## src/rtl/outgate_pkg.sv

```systemverilog
package outgate_pkg;

  localparam int OUT_COUNT = 16;

  typedef struct packed {
    logic [OUT_COUNT-1:0] selShared;
    logic [OUT_COUNT-1:0] orMode;
    logic [OUT_COUNT-1:0] dedEnable;
  } gateStrobe_t;

  function automatic int dedCount(input logic [OUT_COUNT-1:0] pinMap);
    int n = 0;
    for (int i = 0; i < OUT_COUNT; i++) n += int'(pinMap[i]);
    return n;
  endfunction

  function automatic int dedIndex(input logic [OUT_COUNT-1:0] pinMap, input int ch);
    int n = 0;
    for (int i = 0; i < OUT_COUNT; i++)
      if (i < ch) n += int'(pinMap[i]);
    return n;
  endfunction

endpackage

```

## src/rtl/pwm_pin_sync.sv

```systemverilog
module pwm_pin_sync #(
  parameter int WIDTH  = 9,
  parameter int STAGES = 2
) (
  input  logic             clk,
  input  logic             rstN,
  input  logic [WIDTH-1:0] pinAsync,
  output logic [WIDTH-1:0] pinSync
);

  logic [WIDTH-1:0] chain [STAGES];

  always_ff @(posedge clk or negedge rstN) begin
    if (!rstN) begin
      for (int i = 0; i < STAGES; i++) chain[i] <= '0;
    end else begin
      chain[0] <= pinAsync;
      for (int i = 1; i < STAGES; i++) chain[i] <= chain[i-1];
    end
  end

  assign pinSync = chain[STAGES-1];

endmodule

```

## src/rtl/gate_ctl.sv

```systemverilog
module gate_ctl
  import outgate_pkg::*;
#(
  parameter logic [OUT_COUNT-1:0] DED_MAP = 16'hC3C3
) (
  input  logic [OUT_COUNT-1:0] pwmEn,
  input  logic [OUT_COUNT-1:0] andOrSel,
  output gateStrobe_t          ctl
);

  // The shared pin takes the channel when enabled; the private pin only otherwise.
  always_comb begin
    ctl.selShared = pwmEn;
    ctl.orMode    = andOrSel & pwmEn;
    ctl.dedEnable = ~pwmEn & DED_MAP;
  end

endmodule

```

## src/rtl/gate_datapath.sv

```systemverilog
module gate_datapath
  import outgate_pkg::*;
#(
  parameter logic [OUT_COUNT-1:0] DED_MAP = 16'hC3C3,
  parameter int NUM_DED = 8
) (
  input  logic                 clk,
  input  logic                 rstN,
  input  gateStrobe_t          ctl,
  input  logic [OUT_COUNT-1:0] onOff,
  input  logic                 sharedSync,
  input  logic [NUM_DED-1:0]   dedSync,
  input  logic [OUT_COUNT-1:0] faultMask,
  output logic [OUT_COUNT-1:0] gateOut
);

  logic [OUT_COUNT-1:0] dedTerm;
  logic [OUT_COUNT-1:0] nextGate;
  logic [OUT_COUNT-1:0] gateQ;

  for (genvar ch = 0; ch < OUT_COUNT; ch++) begin : g_chan
    if (DED_MAP[ch]) begin : g_ded
      localparam int K = dedIndex(DED_MAP, ch);
      assign dedTerm[ch] = ctl.dedEnable[ch] & dedSync[K];
    end else begin : g_noded
      assign dedTerm[ch] = ctl.dedEnable[ch] & 1'b0;
    end

    assign nextGate[ch] = ctl.selShared[ch]
                          ? (ctl.orMode[ch] ? (onOff[ch] | sharedSync)
                                            : (onOff[ch] & sharedSync))
                          : (onOff[ch] | dedTerm[ch]);

    assert_and_mode_R3: assert property (@(posedge clk) disable iff (!rstN)
      (ctl.selShared[ch] && !ctl.orMode[ch] && !onOff[ch]) |=> !gateQ[ch]);

    assert_or_mode_R4: assert property (@(posedge clk) disable iff (!rstN)
      (ctl.selShared[ch] && ctl.orMode[ch] && onOff[ch]) |=> gateQ[ch]);

    if (!DED_MAP[ch]) begin : g_follow
      assert_follow_onoff_R2: assert property (@(posedge clk) disable iff (!rstN)
        !ctl.selShared[ch] |=> (gateQ[ch] == $past(onOff[ch])));
    end
  end

  always_ff @(posedge clk or negedge rstN) begin
    if (!rstN) gateQ <= '0;
    else       gateQ <= nextGate;
  end

  // Protection acts without a clock edge.
  assign gateOut = gateQ & ~faultMask;

  assert_reset_off_R1: assert property (@(posedge clk) !rstN |=> (gateQ == '0));

endmodule

```

## src/rtl/outgate_select.sv

```systemverilog
module outgate_select
  import outgate_pkg::*;
#(
  parameter logic [OUT_COUNT-1:0] DED_MAP = 16'hC3C3,
  parameter int SYNC_STAGES = 2,
  localparam int NUM_DED = dedCount(DED_MAP)
) (
  input  logic                 clk,
  input  logic                 rstN,
  input  logic [OUT_COUNT-1:0] onOff,
  input  logic [OUT_COUNT-1:0] pwmEn,
  input  logic [OUT_COUNT-1:0] andOrSel,
  input  logic                 sharedPwm,
  input  logic [NUM_DED-1:0]   dedPwm,
  input  logic [OUT_COUNT-1:0] faultMask,
  output logic [OUT_COUNT-1:0] gateOut
);

  gateStrobe_t        ctl;
  logic [NUM_DED:0]   pinSync;

  pwm_pin_sync #(.WIDTH(NUM_DED + 1), .STAGES(SYNC_STAGES)) u_sync (
    .clk      (clk),
    .rstN     (rstN),
    .pinAsync ({sharedPwm, dedPwm}),
    .pinSync  (pinSync)
  );

  gate_ctl #(.DED_MAP(DED_MAP)) u_ctl (
    .pwmEn    (pwmEn),
    .andOrSel (andOrSel),
    .ctl      (ctl)
  );

  gate_datapath #(.DED_MAP(DED_MAP), .NUM_DED(NUM_DED)) u_dp (
    .clk        (clk),
    .rstN       (rstN),
    .ctl        (ctl),
    .onOff      (onOff),
    .sharedSync (pinSync[NUM_DED]),
    .dedSync    (pinSync[NUM_DED-1:0]),
    .faultMask  (faultMask),
    .gateOut    (gateOut)
  );

endmodule

```

## config.mk

```make
export PLATFORM = sky130hd
export DESIGN_NAME = outgate_select
export DESIGN_NICKNAME = d
export VERILOG_FILES = /design/src/rtl/outgate_pkg.sv /design/src/rtl/pwm_pin_sync.sv /design/src/rtl/gate_ctl.sv /design/src/rtl/gate_datapath.sv /design/src/rtl/outgate_select.sv
export SDC_FILE = /design/constraint.sdc
export NUM_CORES = 1
export LEC_CHECK = 0
export BUFFER_PORTS_ARGS = -buffer_cell sky130_fd_sc_hd__buf_2
export CAP_MARGIN = 0
export CORE_MARGIN = 2
export CORE_UTILIZATION = 36
export DETAILED_ROUTE_END_ITERATION = 16
export PLACE_DENSITY = 0.85
export SLEW_MARGIN = 20
export SYNTH_ARGS = -nofsm -noshare
export SYNTH_HDL_FRONTEND = slang
export SYNTH_SLANG_ARGS = --single-unit
```

## constraint.sdc

```tcl
create_clock -name clk -period 0.8 [get_ports clk]
set_input_delay 0.16 -clock clk [delete_from_list [all_inputs] [get_ports clk]]
set_output_delay 0.16 -clock clk [all_outputs]
set_load 0.02 [all_outputs]
```

Word level (Yosys, flattened, before mapping) --
Index checks and enable logic that the tools add are counted.
Storage, ports and cells: register bits 34, input bits 75, output and inout bits 16, word-level logic and storage cells 87
Operators by class: muxes and demuxes 32, bitwise logic cells 52
Operator list (count):
- AND 16 bit | 2
- 2-to-1 mux 1 bit | 32
- inverter 16 bit | 2
- AND 1 bit | 24
- bitwise OR 1 bit | 24

Longest topological paths before layout --
Gate-level depths: netlist of run 1.
depth after elaboration 4, gate-level depth with buffers 3, mapped depth without buffers 2

Modules after synthesis --
A second synthesis of run 1 with hierarchy kept.
Unflattened totals: cells, all modules 166, area, all modules 1727.9 um^2
Modules (own cells, without submodules):
- gate_datapath | times used 1, cells each 90, area an instance 895.9 um^2, seq. area each 400.4 um^2
- pwm_pin_sync | times used 1, cells each 27, area an instance 518.0 um^2, seq. area each 450.4 um^2
- gate_ctl | times used 1, cells each 49, area an instance 314.1 um^2, seq. area each 0.0 um^2

Worst setup path after synthesis of run 1 --
No wires, ideal clock.
path kind register to register, from register u_sync.chain (netlist bit u_sync.pinSync[8]), to register u_dp.gateQ[10], library setup time 0.125 ns, arrival 0.698 ns, required time 0.675 ns, setup slack -0.024 ns, cell stages (with the launch flop) 4, buffers on the path 1, period minus slack after synthesis 0.824 ns, cell sequence dfrtp_1 buf_6 inv_1 o2bb2ai_1
On the way: longest elaborated chain between the ends 3, elaborated cells between the ends (all ways) 4, classes of those cells 2 x mux; 2 x bitwise
Ends and longest elaborated chain:
- start: declaration | RTL line pwm_pin_sync.sv:11 | logic [WIDTH-1:0] chain [STAGES];
- AND 1 bit / bitwise OR 1 bit (equally long branches) | RTL line gate_datapath.sv:31, gate_datapath.sv:30
- 2-to-1 mux 1 bit * (2 in a row) | RTL line gate_datapath.sv:30 | ? (ctl.orMode[ch] ? (onOff[ch] | sharedSync)
- named net u_dp.nextGate[10] | RTL line gate_datapath.sv:18 | logic [OUT_COUNT-1:0] nextGate;
- end signal: assignment | RTL line gate_datapath.sv:48 | else gateQ <= nextGate;
- end: declaration | RTL line gate_datapath.sv:19 | logic [OUT_COUNT-1:0] gateQ;
The timed path passes the listed nets; every way through them passes the cells marked *.

Worst setup path in the final report of run 1 --
from register u_dp.gateQ[13], to output port gateOut[13]
On the way: longest elaborated chain between the ends 1
Ends and longest elaborated chain:
- AND 16 bit | RTL line gate_datapath.sv:52 | assign gateOut = gateQ & ~faultMask;
- end: declaration | RTL line outgate_select.sv:16 | output logic [OUT_COUNT-1:0] gateOut
No other way between the ends.

==> results by group, run 1 <==
Status
  • Status: finished, violations left
  • Failing checks: negative setup slack

Routing
  • Drt via density: 4.718
  • Routed wire per std cell: 12.00 um
  • Post-route DRC: 0
  • ANT nets after route: 0
  • DRT Pass-1 Iters: 4
  • Post-Route WL: 3191 um
  • Total number of vias: 1,255
  • DRT iter0 DRCs: 33

Final layout
  • N_diodes: 0
  • Util after Layout: 64.95%
  • Area Growth Syn to Fin: 76.60%
  • Nets: 292
  • Share of layout cells above drive strength 1: 59.63%

Timing
  • Fmax: 921.7 MHz
  • Final Hold Vio Count: 0
  • Worst hold margin: 80.57 ps
  • Final Skew: 4.966 ps
  • Post-Route Setup TNS: -4918 ps
  • Final worst slack: -285.0 ps
  • Pins Over Slew Limit: 0
  • Final setup viols: 32
  • Unrepaired setup endpoints after global routing: yes
  • Least-Margin Pin Slew: 284.6 ps
  • Fin crit period: 1085 ps
  • Relative slew slack: 81.03%
  • Final period util: 135.6%

Worst setup path
  • Slowest cell on crit path: dfrtp_1
  • Arrival @ worst endpoint: 920 ps
  • Crit path max-delay family: flip-flops
  • CP peak stage delay: 380 ps
  • Worst path buffer plus inverter count: 1
  • CP startpoint: u_dp.gateQ[13]
  • Origin of the critical flop-to-flop path: u_sync.pinSync[8]
  • Element type at the critical path start: register
  • CP Capture Type: output pin
  • WP data required: 640 ps
  • Worst Setup Path Type: reg -> out
  • Max Fanout on Critical Path: 1
  • Worst-path cell chain: nor2b_1, buf_2

Clock network
  • Clock Path Buffers: 2
  • TritonCTS clock tree: yes
  • CTS root buffer: clkbuf_8
  • Clock H-tree levels: 2
  • Reg clk slew, reported paths: 70 ps
  • CTS Buf Count: 5
  • Worst-Skew Late Latency: 280 ps
  • Clock sinks: 34

GRT
  • Largest net degree at the start of global routing: 35
  • Global route total overflow: 0
  • Initial antenna violation count: 0
  • Total track usage: 16.24%
  • Vias in the first global route: 1,287
  • Global-route wire length before repair: 5140 um

Synthesis
  • Syn_area_per_cell: 12.28 um2
  • Post-synth cell types: 10
  • Synthesized flop and latch total: 34
  • Cells after Synth: 108
  • Count of warnings emitted by yosys: 0
  • Register area share after synthesis: 64.15%
  • Net Count, Synth: 183
  • Mapped Area: 1326 um2

Die
  • Io pins: 91
  • Die width: 64.70 um
  • Starting Density: 36.78%
  • Die ar.: 4185 um2
  • Core Box Area: 3606 um2
  • Die span in y: 64.70 um
  • Placement Rows: 22

Pwr
  • Pleak: 1.082 nW
  • Pwr Density: 1786 nW/um2
  • VDD IR max: 0.0009963 V

Placement
  • Post-DP HPWL: 2189 um
  • RePlAce Congestion: 0.7099
  • Dpl ws: -207.7 ps
  • Port bufs: 90

Job
  • Max Cap Viol: 0

Hold path
  • Tightest Hold Check Type: in -> reg
  • Worst Hold Launch: pwmEn[8]
==> placed cells by master (no fill, tap or decap), drive strengths merged <==
cell type	instances
nor3b	8
buf	93
o2bb2ai	8
a211oi	8
dfrtp	34
bufinv	1
dlygate4sd3	10
a21oi	16
nand2b	8
clkinv	3
nor2b	16
nor3	8
clkbuf	5
==> registers in the layout, summed over array words and instances (netlist names) <==
name,count
u_dp.gateQ,16
u_sync.pinSync,9
u_sync.chain,9
==> report_power, final <==
| part | total [mW] | internal, mW | switching, mW |
|---|---|---|---|
| sequential | 1.87 | 1.84 | 0.0320 |
| combinational | 0.802 | 0.429 | 0.373 |
| clock | 1.51 | 0.916 | 0.599 |
| total | 4.18 | 3.18 | 1.00 |
==> layout make-up <==
| cell class | count | area [um2] |
|---|---|---|
| well taps | 48 | 60.06 |
| fillers | 295 | 1264 |
| repair buffers | 103 | 634.4 |
| flip-flops and latches | 34 | 852.1 |
| multi-input cells | 72 | 670.6 |
| clock buffers | 5 | 68.82 |
| clock inverters | 3 | 40.04 |
| inverters | 1 | 16.27 |
==> metrics by stage <==
step / total power, mW / cell area [um2] / std cells
after floorplan: 2.135 / 1326 / 108
after global placement: 2.456 / 1846 / 246
after detailed placement: 2.475 / 1846 / 246
after CTS: 4.119 / 2178 / 266
after global routing: 4.406 / 2342 / 266
final: 4.184 / 2342 / 266
==> kinds of logic (layout without fill, tap and decap cells) <==
| group | Yosys count | in the layout | share of synthesized area (%) |
|---|---|---|---|
| AND/OR/NAND/NOR | 40 | 40 | 18.87 |
| flip-flops | 34 | 34 | 64.15 |
| AO/OA/AOI/OAI | 32 | 32 | 15.85 |
| buffers and inverters | 2 | 112 | 1.132 |
==> worst reg2reg max path, cell delays in order (launching register included) <==
cell,delay [ps]
dfrtp_2,430
buf_6,150
a21oi_2,110
a211oi_2,80
==> cells in the mapped netlist <==
cell	n	share of area, %
a211oi_1	8	4.5
nor2b_1	16	7.5
nand2b_1	8	3.8
inv_1	1	0.28
nor3b_1	8	4.5
buf_6	1	0.85
a21oi_1	16	6.0
o2bb2ai_1	8	5.3
dfrtp_1	34	64
nor3_1	8	3.0
==> metal layers <==
layer	vias to the layer above	part of all wire, %	global-route usage, %
met2	72	54	29.82
met1	567	34	17.03
li1	610	-	-
met5	-	0	0
met4	0	1.2	6.383
met3	6	11	5.382
==> path summary, 6_finish.rpt <==
path                       cells past startpoint           endpoint  slack (ps)
max                                            2        gateOut[13]        -280
min                                            2      u_dp.gateQ[8]          80
max reg2reg                                    3      u_dp.gateQ[7]         -90
min reg2reg                                    0  u_sync.pinSync[8]         350
max in group asynchronous                      3  u_sync.pinSync[8]         250
min in group asynchronous                      3     u_dp.gateQ[15]         370
==> what timing repair did <==
action / in CTS / in global routing
buffers inserted: 2 / 0
pin swaps: 14 / 3
endpoints found under the setup margin: 32 / 32
hold buffers: 10 / 0
gates resized for setup: 28 / 31
hold endpoints to repair: 43 / 0
Note: power is estimated with default switching activity, not from simulation.
==> inputs of run 2 (changes only) <==
SETUP_SLACK_MARGIN = 0.4   (was default)
==> results by group, run 2 (synthesis results as in run 1) <==
Status
  • Status: finished, violations left (unchanged)
  • Failing checks: negative hold slack, negative setup slack (was negative setup slack)

Placement
  • Dpl cells: 248 (was 246)
  • Post-DP HPWL: 2441 um (was 2189 um)
  • RePlAce Congestion: 0.5932 (was 0.7099)
  • Port bufs: 90 (unchanged)

Final layout
  • Nets: 282 (was 292)
  • Most frequent cells in the layout: 74 x buf_2, 34 x dfrtp_1, 17 x buf_6 (was 84 x buf_2, 33 x dfrtp_1, 10 x nor2b_1, 10 x dlygate4sd3_1)
  • Share of layout cells above drive strength 1: 67.79% (was 59.63%)
  • Layout Cells excl Fill: 256 (was 266)
  • Max reg flops: 16 (unchanged)
  • Most common cell after layout, fill and taps aside: buf_2 (unchanged)
  • Register with the most flip-flops: u_dp.gateQ (unchanged)
  • N_diodes: 0 (unchanged)
  • Area Growth Syn to Fin: 79.43% (was 76.60%)

Clock network
  • Clock H-tree levels: 2 (unchanged)
  • Clock sinks: 34 (unchanged)
  • Worst-Skew Late Latency: 280 ps (about the same)
  • Reg clk slew, reported paths: 70 ps (about the same)
  • Postcts setup bufs: 0 (was 2)
  • TritonCTS clock tree: yes (unchanged)
  • Clock Path Buffers: 2 (unchanged)
  • CTS Buf Count: 5 (unchanged)
  • CTS root buffer: clkbuf_8 (unchanged)

Worst setup path
  • CP Capture Type: output pin (unchanged)
  • WP data required: 640 ps (about the same)
  • Worst Setup Path Type: reg -> out (unchanged)
  • Max Fanout on Critical Path: 1 (unchanged)
  • Element type at the critical path start: register (unchanged)
  • Arrival @ worst endpoint: 930 ps (was 920 ps)
  • Reg2Reg Depth: 3 (unchanged)

Routing
  • DRT Pass-1 Iters: 4 (unchanged)
  • Drt via density: 4.742 (was 4.718)
  • Post-route DRC: 0 (unchanged)
  • DRT iter0 DRCs: 51 (was 33)
  • Total number of vias: 1,214 (was 1,255)
  • ANT nets after route: 0 (unchanged)
  • Routed wire per std cell: 13.30 um (was 12.00 um)
  • Post-Route WL: 3404 um (was 3191 um)

Timing
  • Post-Route Setup TNS: -4719 ps (was -4918 ps)
  • Unrepaired setup endpoints after global routing: yes (unchanged)
  • Least-Margin Pin Slew: 345.5 ps (was 284.6 ps)
  • Final Hold Vio Count: 43 (was 0)
  • Final worst slack: -286.5 ps (was -285.0 ps)
  • Final setup viols: 24 (was 32)
  • Relative slew slack: 76.92% (was 81.03%)
  • Pins Over Slew Limit: 0 (unchanged)
  • Final Skew: 3.324 ps (was 4.966 ps)
  • Fin crit period: 1087 ps (was 1085 ps)
  • Worst hold margin: -170.1 ps (was 80.57 ps)
  • Fmax: 920.3 MHz (was 921.7 MHz)
  • Final period util: 135.8% (was 135.6%)

Job
  • Max Cap Viol: 0 (unchanged)

Die
  • Placement Rows: 22 (unchanged)
  • Starting Density: 36.78% (unchanged)
  • Core Box Area: 3606 um2 (unchanged)
  • Io pins: 91 (unchanged)
  • Die width: 64.70 um (unchanged)
  • Die ar.: 4185 um2 (unchanged)
  • Die span in y: 64.70 um (unchanged)

Pwr
  • Tot Pwr: 4.199 mW (was 4.184 mW)
  • VDD IR max: 0.0008923 V (was 0.0009963 V)
  • Pleak: 1.115 nW (was 1.082 nW)
  • Pwr Density: 1765 nW/um2 (was 1786 nW/um2)

GRT
  • Global route total overflow: 0 (unchanged)
  • Total track usage: 18.09% (was 16.24%)
  • Initial antenna violation count: 0 (unchanged)
  • Vias in the first global route: 1,315 (was 1,287)
  • Global-route wire length before repair: 5602 um (was 5140 um)
  • Largest net degree at the start of global routing: 35 (unchanged)

Hold path
  • Tightest Hold Check Type: in -> async (was in -> reg)
==> run 2: cell types whose count changed in the layout (fill, tap and decap cells not counted), sizes merged <==
cell	previous run	this run
clkbuf	5	8
bufinv	1	0
dlygate4sd3	10	0
clkinv	3	1
==> run 2: stage by stage <==
step / cell area, um2 / util, % / setup WS (ps) / hold WS, ps
6_report: 2380 / 66.00 / -286.5 / -170.1
5_1_grt: 2380 / 66.00 / -318.8 / -158.7
4_1_cts: 2337 / 64.82 / -291.6 / -165.5
3_5_place_dp: 2026 / 56.18 / -140.0 / 135.1
3_3_place_gp: 2026 / 56.18 / -25.18 / 133.8
2_1_floorplan: 1479 / - / 27.74 / -135.6
==> run 2: worst paths after layout <==
check,from,end,slack (ps)
setup / recovery,u_dp.gateQ[4],gateOut[4],-290
hold / removal,rstN,u_dp.gateQ[6],-170
setup reg to reg,u_sync.pinSync[8],u_dp.gateQ[8],-160
hold reg to reg,u_sync.chain[16],u_sync.pinSync[7],350
max in group asynchronous,rstN,u_dp.gateQ[9],790
min in group clk,dedPwm[4],u_sync.chain[13],-20
==> run 2: what timing repair did <==
action,CTS,global route
pin swaps,4,0
setup endpoints to repair,41,41
endpoints found under the hold margin,43,43
resized for setup,50,7
cloned,0,0
==> run 2: per-layer routing <==
metal | up-vias | wire length, um | track usage, %
met5 | - | 0 | 0
met4 | 0 | 48 | 6.383
met3 | 6 | 342 | 6.771
met2 | 68 | 1725 | 32.55
met1 | 557 | 1287 | 19.37
li1 | 583 | - | -
==> run 2: power breakdown <==
group	internal, mW	switching, mW
Combinational	0.483	0.398
Clock	0.868	0.576
Sequential	1.84	0.0382
==> run 2: final cells by class <==
cell class | count | area [um2]
repair buffers | 93 | 601.8
multi-input cells | 72 | 740.7
inverters | 1 | 16.27
well taps | 48 | 60.06
fillers | 296 | 1226
flip-flops and latches | 34 | 850.8
clock buffers | 8 | 110.1
==> run 2: worst max-delay path, stage by stage (launching register included) <==
cell and delay [ps]:
dfrtp_1 400, nor2b_4 130, buf_6 120
